**src/rtl/frt16_pkg.sv**
```systemverilog
// Package: register addresses and status bit positions shared by the
// timer and its checker. Assumes a 3-bit register address.
package frt16_pkg;
    localparam int ADDR_W = 3;

    typedef enum logic [ADDR_W-1:0] {
        REG_CTRL  = 3'd0,
        REG_STAT  = 3'd1,
        REG_OCTL  = 3'd2,
        REG_CNTH  = 3'd3,
        REG_CNTL  = 3'd4,
        REG_CMPH  = 3'd5,
        REG_CMPL  = 3'd6
    } reg_addr_e;

    localparam int ST_OVF   = 0;
    localparam int ST_HIT_A = 1;
    localparam int ST_HIT_B = 2;
    localparam int ST_W     = 3;
endpackage

```
**src/rtl/frt16_prescale.sv**
```systemverilog
// Count-pulse generator. A free-running divider provides three tap
// rates; the fourth selection is an external clock that is synchronised
// through two flops and edge-detected. Assumes SH0 < SH1 < SH2.
module frt16_prescale #(
    parameter int SH0 = 1,
    parameter int SH1 = 3,
    parameter int SH2 = 5
) (
    input  logic       clk,
    input  logic       rst_n,
    input  logic       standby_i,
    input  logic [1:0] sel_i,
    input  logic       ext_i,
    output logic       tick_o
);
    localparam int PW = SH2;

    logic [PW-1:0] div_q;
    logic [2:0]    sync_q;

    // Free-running divider, parked at zero during standby.
    always_ff @(posedge clk) begin
        if (!rst_n || standby_i) div_q <= '0;
        else                     div_q <= div_q + 1'b1;
    end

    // Two-stage synchroniser plus one history stage for edge detection.
    always_ff @(posedge clk) begin
        if (!rst_n) sync_q <= '0;
        else        sync_q <= {sync_q[1:0], ext_i};
    end

    // Select the pulse source.
    always_comb begin
        case (sel_i)
            2'd0:    tick_o = &div_q[SH0-1:0];
            2'd1:    tick_o = &div_q[SH1-1:0];
            2'd2:    tick_o = &div_q[SH2-1:0];
            default: tick_o = sync_q[1] & ~sync_q[2];
        endcase
    end
endmodule

```
**src/rtl/frt16_cmp_chan.sv**
```systemverilog
// One compare channel: holds the compare word, flags a hit when a freshly
// updated counter equals it, and drives the channel pin on an enabled hit.
// Assumes fresh_i is high for one cycle after each counter update.
module frt16_cmp_chan #(
    parameter int CNT_W = 16
) (
    input  logic             clk,
    input  logic             rst_n,
    input  logic             standby_i,
    input  logic [CNT_W-1:0] cnt_i,
    input  logic             fresh_i,
    input  logic             load_i,
    input  logic [CNT_W-1:0] load_val_i,
    input  logic             oe_i,
    input  logic             lvl_i,
    output logic [CNT_W-1:0] cmp_o,
    output logic             hit_o,
    output logic             pin_o
);
    // Compare word: preset to all ones by reset and standby.
    always_ff @(posedge clk) begin
        if (!rst_n || standby_i) cmp_o <= '1;
        else if (load_i)         cmp_o <= load_val_i;
    end

    // Hit only on the first cycle the counter shows a new value.
    assign hit_o = fresh_i && (cnt_i == cmp_o);

    // Output pin: takes the programmed level on an enabled hit.
    always_ff @(posedge clk) begin
        if (!rst_n)             pin_o <= 1'b0;
        else if (hit_o && oe_i) pin_o <= lvl_i;
    end
endmodule

```
**src/rtl/frt16_dual_compare.sv**
```systemverilog
// Top of the timer: counter, status flags, byte bus with a shared holding
// latch, and two compare channels. Assumes single-cycle bus strobes and
// that CNT_W is twice BYTE_W.
module frt16_dual_compare
    import frt16_pkg::*;
#(
    parameter int CNT_W  = 16,
    parameter int BYTE_W = 8,
    parameter int SH0    = 1,
    parameter int SH1    = 3,
    parameter int SH2    = 5
) (
    input  logic              clk,
    input  logic              rst_n,
    input  logic              standby_i,
    input  logic              ext_clk_i,
    input  logic [ADDR_W-1:0] bus_addr_i,
    input  logic              bus_wr_i,
    input  logic              bus_rd_i,
    input  logic [BYTE_W-1:0] bus_wdata_i,
    output logic [BYTE_W-1:0] bus_rdata_o,
    output logic              cmp_out_a_o,
    output logic              cmp_out_b_o
);
    localparam int NCH = 2;

    logic [1:0]                  cs_q;
    logic [4:0]                  octl_q;
    logic [ST_W-1:0]             flags_q, armed_q, flag_set;
    logic [BYTE_W-1:0]           temp_q;
    logic [CNT_W-1:0]            cnt_q;
    logic                        fresh_q;
    logic                        tick_raw, tick_s, cnt_load;
    logic [NCH-1:0]              hit, pins, cmp_load;
    logic [NCH-1:0][CNT_W-1:0]   cmp_q;
    logic                        wr_ctrl, wr_stat, wr_octl, wr_cnth, wr_cmph;
    logic                        rd_stat, rd_cnth;
    logic [CNT_W-1:0]            cmp_sel;

    // Decode bus strobes.
    assign wr_ctrl  = bus_wr_i && (bus_addr_i == REG_CTRL);
    assign wr_stat  = bus_wr_i && (bus_addr_i == REG_STAT);
    assign wr_octl  = bus_wr_i && (bus_addr_i == REG_OCTL);
    assign wr_cnth  = bus_wr_i && (bus_addr_i == REG_CNTH);
    assign wr_cmph  = bus_wr_i && (bus_addr_i == REG_CMPH);
    assign cnt_load = bus_wr_i && (bus_addr_i == REG_CNTL) && !standby_i;
    assign rd_stat  = bus_rd_i && (bus_addr_i == REG_STAT);
    assign rd_cnth  = bus_rd_i && (bus_addr_i == REG_CNTH);

    frt16_prescale #(.SH0(SH0), .SH1(SH1), .SH2(SH2)) u_pre (
        .clk       (clk),
        .rst_n     (rst_n),
        .standby_i (standby_i),
        .sel_i     (cs_q),
        .ext_i     (ext_clk_i),
        .tick_o    (tick_raw)
    );
    assign tick_s = tick_raw && !standby_i;

    // Control and output-control registers.
    always_ff @(posedge clk) begin
        if (!rst_n) begin
            cs_q   <= '0;
            octl_q <= '0;
        end else begin
            if (wr_ctrl) cs_q   <= bus_wdata_i[1:0];
            if (wr_octl) octl_q <= bus_wdata_i[4:0];
        end
    end

    // Shared holding latch: high-byte writes, or counter snapshot on high read.
    always_ff @(posedge clk) begin
        if (!rst_n)                temp_q <= '0;
        else if (wr_cnth || wr_cmph) temp_q <= bus_wdata_i;
        else if (rd_cnth)          temp_q <= cnt_q[BYTE_W-1:0];
    end

    // Counter: bus commit wins over counting; standby clears it.
    always_ff @(posedge clk) begin
        if (!rst_n || standby_i) cnt_q <= '0;
        else if (cnt_load)       cnt_q <= {temp_q, bus_wdata_i};
        else if (tick_s)         cnt_q <= cnt_q + 1'b1;
    end

    // Marks the cycle after the counter took a new value.
    always_ff @(posedge clk) begin
        if (!rst_n) fresh_q <= 1'b0;
        else        fresh_q <= (tick_s || cnt_load) && !standby_i;
    end

    // Compare channels, steered by the select bit for bus writes.
    for (genvar g = 0; g < NCH; g++) begin : g_ch
        assign cmp_load[g] = bus_wr_i && (bus_addr_i == REG_CMPL)
                             && (octl_q[0] == g[0]) && !standby_i;
        frt16_cmp_chan #(.CNT_W(CNT_W)) u_ch (
            .clk        (clk),
            .rst_n      (rst_n),
            .standby_i  (standby_i),
            .cnt_i      (cnt_q),
            .fresh_i    (fresh_q),
            .load_i     (cmp_load[g]),
            .load_val_i ({temp_q, bus_wdata_i}),
            .oe_i       (octl_q[1+g]),
            .lvl_i      (octl_q[3+g]),
            .cmp_o      (cmp_q[g]),
            .hit_o      (hit[g]),
            .pin_o      (pins[g])
        );
    end
    assign cmp_out_a_o = pins[0];
    assign cmp_out_b_o = pins[1];

    // Hardware set sources for the status bits.
    always_comb begin
        flag_set           = '0;
        flag_set[ST_OVF]   = tick_s && !cnt_load && (cnt_q == '1);
        flag_set[ST_HIT_A] = hit[0];
        flag_set[ST_HIT_B] = hit[1];
    end

    // Status flags with read-then-write-zero clearing; set beats clear.
    always_ff @(posedge clk) begin
        if (!rst_n) begin
            flags_q <= '0;
            armed_q <= '0;
        end else begin
            if (wr_stat) begin
                flags_q <= (flags_q & ~(armed_q & ~bus_wdata_i[ST_W-1:0])) | flag_set;
                armed_q <= '0;
            end else begin
                flags_q <= flags_q | flag_set;
                if (rd_stat) armed_q <= armed_q | flags_q;
            end
        end
    end

    // Read data mux.
    assign cmp_sel = octl_q[0] ? cmp_q[1] : cmp_q[0];
    always_comb begin
        bus_rdata_o = '0;
        case (bus_addr_i)
            REG_CTRL: bus_rdata_o[1:0]      = cs_q;
            REG_STAT: bus_rdata_o[ST_W-1:0] = flags_q;
            REG_OCTL: bus_rdata_o[4:0]      = octl_q;
            REG_CNTH: bus_rdata_o = cnt_q[CNT_W-1:BYTE_W];
            REG_CNTL: bus_rdata_o = temp_q;
            REG_CMPH: bus_rdata_o = cmp_sel[CNT_W-1:BYTE_W];
            REG_CMPL: bus_rdata_o = cmp_sel[BYTE_W-1:0];
            default:  bus_rdata_o = '0;
        endcase
    end
endmodule

```
**config.mk**
```make
export PLATFORM = sky130hd
export DESIGN_NAME = frt16_dual_compare
export DESIGN_NICKNAME = d
export VERILOG_FILES = /design/src/rtl/frt16_pkg.sv /design/src/rtl/frt16_prescale.sv /design/src/rtl/frt16_cmp_chan.sv /design/src/rtl/frt16_dual_compare.sv
export SDC_FILE = /design/constraint.sdc
export NUM_CORES = 1
export LEC_CHECK = 0
export BUFFER_PORTS_ARGS = -buffer_cell sky130_fd_sc_hd__buf_2
export CORE_MARGIN = 8
export CORE_UTILIZATION = 38
export CTS_CLUSTER_SIZE = 24
export DETAILED_ROUTE_END_ITERATION = 8
export GPL_TIMING_DRIVEN = 1
export PLACE_DENSITY = 0.58
export SKIP_LAST_GASP = 1
export SYNTH_ARGS = -nofsm -noshare
export SYNTH_HDL_FRONTEND = slang
export SYNTH_SLANG_ARGS = --single-unit
```
**constraint.sdc**
```tcl
create_clock -name clk -period 5.2 [get_ports clk]
set_input_delay 1.04 -clock clk [delete_from_list [all_inputs] [get_ports clk]]
set_output_delay 1.04 -clock clk [all_outputs]
set_load 0.05 [all_outputs]
```
==> results by group, run 1 <==
Timing
  – Fmax: approximately 280 MHz
  – Fin crit share: 0.688
  – # setup viols final: 0
  – Min Clock Period, post-route: ~3.6 ns
  – Slew Viols, Final: 0
  – Final hold slack: 0.440 ns
  – RSZ-0062 raised after global routing: no
  – Slew margin rel.: 0.175
  – Clock Skews: 0.00981 ns
  – Final Hold Violating Endpoints: 0
  – Setup TNS: 0 ns
  – Setup WS post-layout: roughly 1.6 ns
  – Slew of the pin with the lowest slew margin: ~1.2 ns

Logic synthesis
  – Top_reg_cell synth: dfxtp_1
  – Sequential area share after synthesis: 0.379
  – Cells after Synth: approximately 520
  – Post-synth cell types: 55
  – Top-count cell post-synth: nand2_1
  – Top cell type by total area after synthesis: dfxtp_1
  – Post-synthesis register bit count: 80
  – Netlist Area Pre-Place: 4230 um2
  – Number of flops mapped to enable cells by yosys: 0
  – Top area cells in the synthesized netlist: dfxtp_1 (38%), nand2_1 (8.3%), mux2i_1 (6.9%), xor2_1 (5.2%), nand3_1 (4.7%)
  – Leading cell types by count after synthesis: nand2_1 (93), dfxtp_1 (80), nand3_1 (40), o21ai_0 (36), a21oi_1 (30)
  – Synth top area share: 0.379
  – Synth Net Count: approximately 540
  – Ys async rst share: 0
  – YS warnings: 0
  – Syn avg cell area: 8.12 um2

Drt
  – # DRC: 0
  – Antenna Violating Nets Remaining: 0
  – Routed via count: roughly 3800
  – Post-DR wirelength/cell: roughly 19 um
  – DRT iter0 DRCs: about 430
  – Post-Route WL: around 13000 um
  – Via density: 5.71
  – First-pass DRT Iterations: 8

Floorplan
  – Core area: roughly 11000 um2
  – Die Height: between 100 and 150 um
  – Cell row count: 38
  – Die width: 121 um
  – I/O pins: 27
  – Die Footprint: 14800 um2
  – Starting Density: 0.390

GRT
  – Largest net degree at the start of global routing: 35
  – Grt ovf: 0
  – Global-route wire length before repair: about 20000 um
  – Initial antenna violation count: 0
  – Vias in the first global route: 3556
  – Gr usage total: 0.178

Run status
  – Status: finished, final reports clean

Place
  – Post-Place Cell Area: 4390 um2
  – HPWL after detailed placement: around 9100 um
  – Post-Place Setup Slack: approximately 1.6 ns
  – Port bufs: 26
  – Placer Congestion: around 0.89

Power
  – Pleak: 1.75 nW
  – PwrDens: between 200 and 300 nW/um2
  – Worst VDD drop: around 0.16 mV
  – Total power: 1.18 mW

Critical path
  – Reg-to-reg endpoint: flags_q[0]
  – CP Capture Point: bus_rdata_o[2]
  – Startpoint types: input pin
  – Setup CP Type: in -> out
  – FF-to-FF Start: u_pre.div_q[0]
  – CP Capture Type: output pin
  – Critical Path AT: roughly 2.5 ns
  – Worst R2R Setup Slack: between 2 and 3 ns
  – Maximum fanout along the worst path: 23
  – Crit path from: bus_addr_i[0]
  – Worst Reg-to-Reg Cells: 7
  – Critical Path RT: about 4.2 ns

Layout
  – Diodes inserted: 0
  – Area Growth Syn to Fin: 8.14%
  – Share of cells above drive strength 1: 0.114
  – NumNets Final: approximately 540
  – Final instance area: about 4600 um2

Clocking
  – Hold buffer count at CTS: 0
  – Postcts setup bufs: 0
  – CTS tree: built
  – Worst-path clk slew: 0.08 ns
  – Worst skew pair latency: approximately 0.37 ns
  – Longest Clk Path Bufs: 2
  – CTS Root Cell: clkbuf_8
  – Cts repair resizes: 0
  – CTS H-tree lvls: 3
  – Number of buffers created by CTS: 9
  – Clock Sinks: 80

Run
  – Max-cap violation count: 0

Min path
  – Min-Delay Path Class: reg -> reg
metrics by stage:
stage	utilization	std cells
floorplan	-	521
global placement	0.405	652
detailed placement	0.405	652
CTS	0.422	668
global route	0.422	668
finish	0.422	668
power breakdown:
part / internal, mW / total [mW] / switching [mW] / leakage [nW]
Sequential: 0.621 / 0.633 / 0.0117 / 0.648
Combinational: 0.0343 / 0.116 / 0.0815 / 1.02
Clock: 0.177 / 0.431 / 0.254 / 0.0862
Total: 0.832 / 1.18 / 0.347 / 1.75
sequential cells by signal, indices dropped and copies added (netlist names):
name             cells
g_ch.u_ch.pin_o      2
u_pre.sync_q         3
cnt_q               16
fresh_q              1
armed_q              3
temp_q               8
u_pre.div_q          5
octl_q               5
g_ch.u_ch.cmp_o     32
flags_q              3
cs_q                 2
final cells by class:
| class | instances | area, um2 |
|---|---|---|
| inverters | 11 | 41.3 |
| flip-flops and latches | 80 | 1600 |
| well taps | 140 | 175 |
| repair buffers | 29 | 153 |
| multi-input cells | 392 | 2420 |
| fillers | 1145 | 6270 |
| clock buffers | 9 | 124 |
| clock inverters | 7 | 55.1 |
how the worst min path moves through the flow:
stage / startpoint / endpoint / slack, ns / cells after the start
after detailed placement: u_pre.sync_q[0] / u_pre.sync_q[1] / 0.42 / 1
after CTS: u_pre.sync_q[0] / u_pre.sync_q[1] / 0.44 / 1
after floorplan: u_pre.sync_q[0] / u_pre.sync_q[1] / 0.41 / 1
after global placement: u_pre.sync_q[0] / u_pre.sync_q[1] / 0.41 / 1
after global routing: u_pre.sync_q[0] / u_pre.sync_q[1] / 0.47 / 1
final: u_pre.sync_q[0] / u_pre.sync_q[1] / 0.44 / 1
cells in the final DEF (no fill, tap or decap), types with 3 or more instances in the layout:
cell type / n
nand2_1: 93
dfxtp_1: 80
nand3_1: 40
o21ai_0: 36
a21oi_1: 30
mux2i_1: 29
nor2_1: 27
buf_2: 26
xor2_1: 25
xnor2_1: 17
inv_1: 10
clkbuf_8: 9
and3_1: 7
nand2b_1: 7
a211oi_1: 7
and2_1: 7
nand4_1: 6
o211ai_1: 6
nor2b_1: 4
nor3_1: 4
nor4_1: 4
ha_1: 4
mux2_2: 3
buf_4: 3
critical path, stage by stage:
cell and delay, ns:
buf_2 0.35, nor2b_1 0.39, a221oi_1 0.14, a21oi_1 0.14
a21oi_1 0.05, a21oi_1 0.15, buf_2 0.28
per-layer routing:
layer	global-route usage	wire length [um]	vias to the layer above
met5	0	0	-
met4	0.0663	263	0
met3	0.0447	932	22
met2	0.278	5910	139
met1	0.230	5680	1849
li1	-	-	1802
cell families (layout without fill, tap and decap cells):
kind of cell | Yosys count | after routing | synth area share
xor gates and xnor gates | 42 | 42 | 0.0870
muxes | 33 | 33 | 0.0828
adders and majority gates | 4 | 4 | 0.0118
AOI/OAI and AO/OA | 99 | 99 | 0.149
DFF | 80 | 80 | 0.379
buffers and inverters | 49 | 56 | 0.0488
and+or+nand+nor | 214 | 214 | 0.242
Note: power is estimated with default switching activity, not from simulation.
==> run 2, diff against run 1 <==
Settings changed: PLACE_DENSITY 0.58 to 0.6.
Clock period 5.2 ns to 3.1 ns, I/O delays scaled along.
==> results by group, run 2 (synthesized netlist as in run 1, its figures left out) <==
Layout
  – Number of flip-flops in the largest register: 32
  – Top reg by flops: g_ch.u_ch.cmp_o
  – Commonest non-fill, non-tap cell in the layout: nand2_1
  – Fill cells: 1138
  – Final instance area: ~4600 um2
  – Share of cells above drive strength 1: 0.123
  – Area Growth Syn to Fin: 9.82%
  – Final std cells w/o fill: approximately 680
  – Diodes inserted: 0
  – Most frequent cells in the layout: nand2_1 (93), dfxtp_1 (80), nand3_1 (40)
  – NumNets Final: about 550
  – Largest regs: g_ch.u_ch.cmp_o: 32 flops, cnt_q: 16 flops, temp_q: 8 flops

Timing
  – Fin crit share: 0.889
  – Slew Viols, Final: 0
  – Slew of the pin with the lowest slew margin: just under 0.7 ns
  – Fmax: roughly 360 MHz
  – Setup WS post-layout: 0.343 ns
  – Final hold slack: around 0.44 ns
  – Clock Skews: about 0.0083 ns
  – Slew margin rel.: 0.548
  – RSZ-0062 raised after global routing: no
  – Setup TNS: 0 ns
  – Final Hold Violating Endpoints: 0
  – Min Clock Period, post-route: 2.76 ns
  – # setup viols final: 0

Critical path
  – CP Capture Type: output pin
  – Setup CP Type: in -> out
  – CP bufs+invs: 2
  – Maximum fanout along the worst path: 23
  – Startpoint types: input pin
  – Cell mode on critical path: a21oi_1
  – Crit-path slowest cell: nor2b_1
  – Largest stage delay on the critical path: 0.40 ns
  – Critical Path RT: 2.48 ns
  – Crit-path cells: buf_2 > nor2b_1 > a221oi_1 > a21oi_1 > a21oi_1 > a21oi_1 > buf_2
  – Cell family with most CP delay: buffers and inverters
  – Critical Path AT: roughly 2.1 ns

Floorplan
  – Core area: roughly 11000 um2
  – Die Height: 121 um
  – Die Footprint: roughly 15000 um2
  – Starting Density: 0.390
  – I/O pins: 27
  – Cell row count: 38
  – Die width: between 100 and 150 um

Drt
  – # DRC: 0
  – First-pass DRT Iterations: 5
  – Routed via count: 3795
  – Antenna Violating Nets Remaining: 0
  – Post-Route WL: 13200 um
  – Post-DR wirelength/cell: around 20 um
  – Via density: 5.62
  – DRT iter0 DRCs: 282

Clocking
  – Number of buffers created by CTS: 9
  – CTS H-tree lvls: 3
  – CTS tree: built
  – Worst-path clk slew: 0.09 ns
  – Hold buffer count at CTS: 0
  – Longest Clk Path Bufs: 2
  – Clock Sinks: 80
  – CTS Root Cell: clkbuf_8
  – Cts repair resizes: 0
  – Postcts setup bufs: 0
  – Worst skew pair latency: approximately 0.38 ns

Place
  – Post-Place Cell Area: between 4000 and 5000 um2
  – DP Cell Count: ~660
  – HPWL after detailed placement: a little under 10000 um
  – Post-Place Setup Slack: approximately 0.35 ns
  – Port bufs: 26
  – Placer Congestion: 0.954

Power
  – Worst VDD drop: 0.428 mV
  – Pleak: 1.80 nW
  – PwrDens: ~440 nW/um2

GRT
  – Vias in the first global route: between 3000 and 4000
  – Gr usage total: 0.186
  – Largest net degree at the start of global routing: 48
  – Initial antenna violation count: 0
  – Global-route wire length before repair: ~21000 um
  – Grt ovf: 0

Run
  – Max-cap violation count: 0

Min path
  – Min-Delay Path Class: reg -> reg

Run status
  – Status: finished, final reports clean
-- run 2: cell types whose count changed in the layout (fill, tap and decap cells not counted) --
cell / delta
inv_6: -2
clkinvlp_4: -1
buf_4: +7
clkinv_4: -1
clkbuf_1: +1
clkinv_2: +1
clkbuf_8: +1
bufinv_16: +1
-- run 2: worst register-to-register path, delay by kind of cell (launching register included) --
family | cells | cell delay, ns
simple gates | 3 | 0.55
mux | 1 | 0.44
fa+ha+maj | 2 | 0.41
flops | 1 | 0.35
xor+xnor | 1 | 0.32
compound gates | 1 | 0.11
-- run 2: final cells by class --
| class | instances | area, um2 | share of cell area |
|---|---|---|---|
| Clock buffer | 11 | 141 | 0.0304 |
| Clock inverter | 5 | 56.3 | 0.0121 |
| Inverter | 11 | 41.3 | 0.00889 |
| Multi-Input combinational cell | 392 | 2420 | 0.522 |
| Sequential cell | 80 | 1600 | 0.345 |
| Tap cell | 140 | 175 | 0.0377 |
| Timing Repair Buffer | 36 | 205 | 0.0442 |
-- run 2: per-stage QoR --
stage	utilization	power (mW)
after floorplan	-	1.21
after global placement	0.410	1.28
after detailed placement	0.410	1.28
after CTS	0.428	2.06
after global routing	0.428	2.12
final	0.428	2.05
-- run 2: metal layers --
layer  track usage  share of wire  up-vias
met2         0.294           0.47       93
met5             0              0        -
met4        0.0771          0.019        0
li1              -              -     1821
met1         0.247           0.46     1862
met3        0.0284          0.048       19
-- run 2: where the power goes --
| group | switching (mW) | internal (mW) | total [mW] |
|---|---|---|---|
| clock network | 0.396 | 0.393 | 0.789 |
| logic | 0.136 | 0.0599 | 0.196 |
| registers | 0.0201 | 1.04 | 1.06 |
-- run 2: path summary, 6_finish.rpt --
kind         slack, ns  cells after the start         endpoint            start
max reg2reg       0.78                      8         cnt_q[4]   u_pre.div_q[0]
max               0.34                      7   bus_rdata_o[2]    bus_addr_i[0]
min               0.44                      1  u_pre.sync_q[1]  u_pre.sync_q[0]
min reg2reg       0.44                      1  u_pre.sync_q[1]  u_pre.sync_q[0]
==> run 3, diff against run 2 <==
Settings changed: PLACE_DENSITY 0.6 to 0.58.
Clock period 3.1 ns to 2.9 ns, I/O delays scaled along.
==> results by group, run 3 (synthesized netlist as in run 1, its figures left out) <==
Layout
  – Top reg by flops: g_ch.u_ch.cmp_o
  – Fill cells: 1114
  – Largest regs: g_ch.u_ch.cmp_o: 32 flops, cnt_q: 16 flops, temp_q: 8 flops
  – Diodes inserted: 0
  – Commonest non-fill, non-tap cell in the layout: nand2_1
  – Number of flip-flops in the largest register: 32
  – Most frequent cells in the layout: nand2_1 (93), dfxtp_1 (80), nand3_1 (40)
  – Area Growth Syn to Fin: 10.1%
  – Final std cells w/o fill: between 600 and 700
  – Post-layout util: 0.429
  – NumNets Final: around 550
  – Share of cells above drive strength 1: 0.128

Critical path
  – Setup CP Type: reg -> out
  – CP Capture Point: bus_rdata_o[3]
  – Largest stage delay on the critical path: 0.37 ns
  – CP Depth: 5
  – Crit path from: octl_q[0]
  – Maximum fanout along the worst path: 21
  – CP bufs+invs: 2
  – Reg-to-reg endpoint: cnt_q[8]
  – Crit-path slowest cell: dfxtp_1
  – Worst R2R Setup Slack: 0.64 ns
  – Startpoint types: flip-flop
  – Critical Path AT: 2.08 ns
  – Crit-path cells: buf_4 > mux2i_1 > o21ai_0 > a221o_1 > buf_2
  – Cell family with most CP delay: buffers and inverters
  – Worst Reg-to-Reg Cells: 8
  – Critical Path RT: ~2.3 ns
  – FF-to-FF Start: u_pre.div_q[0]
  – CP Capture Type: output pin

Floorplan
  – Core area: roughly 11000 um2
  – Die width: 121 um
  – Starting Density: 0.390
  – Die Height: 121 um
  – Cell row count: 38
  – I/O pins: 27
  – Die Footprint: 14800 um2

Power
  – Worst VDD drop: between 0.2 and 0.3 mV
  – Total power: approximately 2.2 mW
  – Pleak: roughly 1.8 nW
  – PwrDens: ~460 nW/um2

Timing
  – Slew Viols, Final: 0
  – Final hold slack: about 0.40 ns
  – Final Hold Violating Endpoints: 0
  – Clock Skews: around 0.015 ns
  – Slew margin rel.: 0.452
  – Fmax: about 380 MHz
  – Setup TNS: 0 ns
  – Slew of the pin with the lowest slew margin: 0.819 ns
  – Min Clock Period, post-route: approximately 2.7 ns
  – RSZ-0062 raised after global routing: no
  – Fin crit share: 0.918
  – # setup viols final: 0

Drt
  – First-pass DRT Iterations: 7
  – Post-Route WL: 12700 um
  – Via density: around 5.5
  – Antenna Violating Nets Remaining: 0
  – # DRC: 0
  – Post-DR wirelength/cell: 18.8 um
  – DRT iter0 DRCs: 404
  – Routed via count: 3730

Clocking
  – Cts repair resizes: 0
  – CTS H-tree lvls: 3
  – Postcts setup bufs: 0
  – CTS Root Cell: clkbuf_8
  – Longest Clk Path Bufs: 2
  – CTS tree: built
  – Clock Sinks: 80
  – Number of buffers created by CTS: 9
  – Worst skew pair latency: roughly 0.38 ns
  – Hold buffer count at CTS: 0
  – Worst-path clk slew: roughly 0.080 ns

Run status
  – Status: finished, final reports clean

Place
  – Placer Congestion: roughly 0.88
  – DP Cell Count: around 660
  – HPWL after detailed placement: about 9100 um
  – Port bufs: 26

Min path
  – Min-Delay Path Class: in -> reg

GRT
  – Grt ovf: 0
  – Global-route wire length before repair: 20100 um
  – Initial antenna violation count: 0
  – Vias in the first global route: 3637
  – Gr usage total: 0.178
  – Largest net degree at the start of global routing: 51

Run
  – Max-cap violation count: 0
==> run 3: cell types whose count changed in the layout (fill, tap and decap cells not counted) <==
cell        before  now
buf_4           10   12
bufinv_16        1    0
clkinvlp_4       1    2
clkbuf_8        10   11
clkinv_4         1    3
clkbuf_1         1    0
clkinv_2         2    0
==> run 3: worst min path at each step <==
stage / start / endpoint / slack [ns] / depth (start not counted)
final: ext_clk_i / u_pre.sync_q[0] / 0.40 / 2
after global placement: u_pre.sync_q[0] / u_pre.sync_q[1] / 0.41 / 1
after CTS: ext_clk_i / u_pre.sync_q[0] / 0.39 / 2
after floorplan: u_pre.sync_q[0] / u_pre.sync_q[1] / 0.41 / 1
after global routing: ext_clk_i / u_pre.sync_q[0] / 0.41 / 2
after detailed placement: u_pre.sync_q[0] / u_pre.sync_q[1] / 0.43 / 1
==> run 3: layout make-up <==
type                            instances  area (um2)  share of cell area
Timing Repair Buffer                   38         220              0.0473
Multi-Input combinational cell        392        2420               0.521
Tap cell                              140         175              0.0376
Inverter                               11        41.3             0.00887
Sequential cell                        80        1600               0.344
Clock inverter                          5        41.3             0.00887
Clock buffer                           11         151              0.0325
==> run 3: through the flow <==
step,instance area [um2],setup WS [ns]
floorplan,4230,0.112
global placement,4460,0.392
CTS,4650,0.236
detailed placement,4460,0.353
finish,4650,0.239
global route,4650,0.113
==> run 3: metal layers <==
layer | global-route usage | wire, um | up-vias
li1 | - | - | 1826
met4 | 0.0779 | 245 | 0
met5 | 0 | 0 | -
met1 | 0.235 | 5930 | 1769
met3 | 0.0293 | 707 | 19
met2 | 0.281 | 5860 | 116
==> run 3: power by group <==
part | internal, mW | switching [mW] | total, mW | leakage, nW
Clock | 0.362 | 0.449 | 0.810 | 0.0917
Sequential | 1.11 | 0.0209 | 1.13 | 0.648
Combinational | 0.0654 | 0.147 | 0.212 | 1.06
Total | 1.54 | 0.616 | 2.16 | 1.80
